### config.mk
export PLATFORM = sky130hd
export DESIGN_NAME = page_perm_judge
export DESIGN_NICKNAME = d
export VERILOG_FILES = /design/src/rtl/page_perm_judge.sv
export SDC_FILE = /design/constraint.sdc
export NUM_CORES = 1
export LEC_CHECK = 0
export CORE_AREA = 2 2 39 41
export CTS_BUF_LIST = sky130_fd_sc_hd__clkbuf_8
export DETAILED_ROUTE_END_ITERATION = 10
export DIE_AREA = 0 0 41 43
export DONT_BUFFER_PORTS = 1
export PLACE_DENSITY = 0.35
export SLEW_MARGIN = 0
export SYNTH_ARGS = -nofsm -noshare
export SYNTH_HDL_FRONTEND = slang
export SYNTH_SLANG_ARGS = --single-unit
### constraint.sdc
create_clock -name clk -period 0.8 [get_ports clk]
set_input_delay 0.12 -clock clk [delete_from_list [all_inputs] [get_ports clk]]
set_output_delay 0.12 -clock clk [all_outputs]
set_load 0.05 [all_outputs]
### src/rtl/page_perm_judge.sv
module page_perm_judge (
  input  logic       clk,
  input  logic       rst_n,
  input  logic       req_valid,
  input  logic [1:0] dom_code,
  input  logic [1:0] ap_code,
  input  logic       sys_prot,
  input  logic       rom_prot,
  input  logic       cpu_user,
  input  logic       force_user,
  output logic       rsp_valid,
  output logic [1:0] rsp_level,
  output logic       dom_err
);
  localparam logic [1:0] LVL_NONE = 2'd0;
  localparam logic [1:0] LVL_RO   = 2'd1;
  localparam logic [1:0] LVL_RW   = 2'd2;

  logic       as_user;
  logic [1:0] client_lvl;
  logic [1:0] next_lvl;
  logic       rsv_hit;

  assign as_user = cpu_user | force_user;
  assign rsv_hit = req_valid && (dom_code == 2'd2);

  always_comb begin
    client_lvl = LVL_NONE;
    unique case (ap_code)
      2'd0: begin
        unique case ({rom_prot, sys_prot})
          2'b01:   client_lvl = as_user ? LVL_NONE : LVL_RO;
          2'b10:   client_lvl = LVL_RO;
          default: client_lvl = LVL_NONE;
        endcase
      end
      2'd1: client_lvl = as_user ? LVL_NONE : LVL_RW;
      2'd2: client_lvl = as_user ? LVL_RO : LVL_RW;
      default: client_lvl = LVL_RW;
    endcase
  end

  always_comb begin
    unique case (dom_code)
      2'd1:    next_lvl = client_lvl;
      2'd3:    next_lvl = LVL_RW;
      default: next_lvl = LVL_NONE;
    endcase
  end

  always_ff @(posedge clk) begin
    if (!rst_n) begin
      rsp_valid <= 1'b0;
      rsp_level <= LVL_NONE;
      dom_err   <= 1'b0;
    end else begin
      rsp_valid <= req_valid;
      if (req_valid) rsp_level <= next_lvl;
      if (rsv_hit) dom_err <= 1'b1;
    end
  end
endmodule

==> results.toml <==
[outcome]
status = "complete, but fails checks"
violations = "setup timing"

[detailed_routing]
finalWirelength_um = 546
post_drt_wl_per_cell_um = 11.14
final_antenna_net_count = 0
drc = 0
first_pass_iters = 2
first_iter_violations = 4
vias_per_cell = 4.429
vias = 217

[yosys]
synth_xor_area_frac = 0
avgSynthCellArea_sq_um = 9.801
synthesis.nets = 37
synth_warnings = 0
synthMuxAreaShare = 0
synthAdderAreaFrac = 0.1064
synth_compound_area_frac = 0.2394
syn_area_sq_um = 235.2
syn-instance-count = 24
synth_top_cell_by_area = "dfxtp_1"
synth_top_area_frac = 0.3404
yosysUniqueCellTypes = 16
synth.area.top_cells = "dfxtp_1, o2111ai_1, ha_1, and4bb_1, inv_1"
synthSimpleGateAreaFrac = 0.2660
synth_top_family_by_area = "simple AND/OR/NAND/NOR gates"
ys_ff_latch = 4
seq_area_frac_synth = 0.3404

[finish]
drive_above_1_share = 0.4242
fin_nets = 47
diodes = 0
areaGrowthSynthToFinish_pct = 67.02

[worst_setup_path]
cp_top_family = "flip-flops"
crit_slowest_cell = "dfxtp_4"
cp-end-kind = "output pin"
max_stage_delay_ns = 0.34
timing_worst_setup_path_type = "reg -> out"
worstPathArrival_ns = 0.70
required_ns = 0.68
critPathBufInv = 1
critPathMaxFanout = 2
path_cells = "buf_8"
startpoint_type = "flop"

[clocking]
root_buffer = "clkbuf_8"
clock_latency_ns = 0.21
numClockSinks = 4
cts_buffer_depth = 2
clk_pin_slew_ns = 0.04
htreeDepth = 1
cts_buffers = 3
cts_tree = "done"

[floorplan]
die_h_um = 43
row_count = 14
coreArea_sq_um = 1384
ios = 15
design.die.area_sq_um = 1763
start_util = 0.1700
chipWidth_um = 41

[sta]
tns_ns = -0.03795
clock.fmax_mhz = 1224
holdWs_ns = 0.02453
min_period_ns = 0.8173
relSlewSlack = 0.8856
worst_pin_slew_ns = 0.1714
layout_setup_ws_ns = -0.01726
rsz0062_at_grt = "true"
final_max_slew_viol_count = 0
finalHoldViolations = 0
setup_viol = 3
timing.final.crit_share = 1.022
clock_skew_ns = 0

[power_and_ir_drop]
switching_share = 0.2196
p_clk_frac = 0.580
p_per_area_nw_per_um2 = 1932
intPower_mw = 0.5924
finalPower_mw = 0.7591
worst_ir_drop_vdd_v = 0.0006768
pwr-share-comb = 0.133
p_leak_nw = 0.1738
p_switching_mw = 0.1667
p_seq_frac = 0.287

[worst_hold_path]
worstHoldPathType = "in -> reg"

[global_routing]
grt_pass1_vias = 216
grt_first_pass_wirelength_um = 828
grt_max_degree = 9
antenna_found_initial = 0
grt-ovfl-total = 0
grt_use_total = 0.07808

[placement]
port_buffers = 0
dp_worst_setup_slack_ns = -0.03534
gp_congestion = 0.6638
hpwl_um = 436.7

[run]
drv_cap = 0
[cell usage after synthesis]
library cell  n
dfxtp_1       4
and3b_1       1
nand3_1       1
o21a_1        1
and4bb_1      1
o2111ai_1     3
and2_2        1
nor3b_1       1
ha_1          2
o2bb2ai_1     1
a31oi_1       1
nand3b_1      1
and2b_1       1
a21boi_1      1
inv_1         3
nor2b_1       1
[logic make-up after synthesis]
logic type                 after synthesis
and+or+nand+nor                          8
AOI/OAI and AO/OA                        7
DFF                                      4
buffers and inverters                    3
adders and majority gates                2
[area by class of cell]
type	count	area [sq um]
Clock inverter	1	3.754
Inverter	3	11.26
Multi-Input combinational cell	17	146.4
Fill cell	142	991.0
Timing Repair Buffer	5	82.58
Clock buffer	3	41.29
Tap cell	16	20.02
Sequential cell	4	87.58
[path summary, 6_finish.rpt]
path	startpoint	to	slack, ns	depth (start not counted)
hold / removal	rst_n	dom_err	0.02	1
hold reg to reg	dom_err	dom_err	0.49	1
setup reg to reg	rsp_level[1]	rsp_level[1]	0	3
setup / recovery	rsp_level[1]	rsp_level[1]	-0.02	1
[worst register-to-register path, cell delays in order, from the launching register on]
cell	delay, ns
dfxtp_4	0.34
nor2b_2	0.14
a31oi_1	0.13
a21boi_1	0.07
[metal layers]
layer  wire length [um]  track usage  vias to the layer above  share of wire
li1                   -            -                      111              -
met1                239      0.07962                       95           0.44
met2                241      0.08750                        9           0.44
met3                 51      0.05236                        2          0.093
met4                 13       0.1000                        0          0.024
met5                  0            0                        -              0
[state kept, by name, summed over array words and instances (netlist names)]
register	count
dom_err	1
rsp_level	2
rsp_valid	1
[power groups by stage]
stage	Combinational (mW)	Sequential, mW	Clock, mW
floorplan	0.0308	0.248	0
global placement	0.0954	0.219	0
detailed placement	0.0957	0.219	0
CTS	0.101	0.218	0.460
global route	0.106	0.219	0.477
finish	0.101	0.218	0.440
[metrics by stage]
stage	utilization	instance area, sq um	instances
floorplan	-	241.5	24
global placement	0.2378	329.1	44
detailed placement	0.2378	329.1	44
CTS	0.2821	390.4	49
global route	0.2839	392.9	49
finish	0.2839	392.9	49
[cell usage in the layout, fill, tap and decap left out, types with 2 or more instances in the layout]
master,instances
buf_12,3
clkbuf_8,3
dfxtp_2,3
ha_1,2
inv_1,4
o2111ai_1,3
[timing repair]
action	CTS	global route
setup endpoints to repair	4	5
setup buffers	1	0
hold buffers	0	0
pin swaps	0	1
resized for setup	3	1
(Power assumes the default switching activity.)
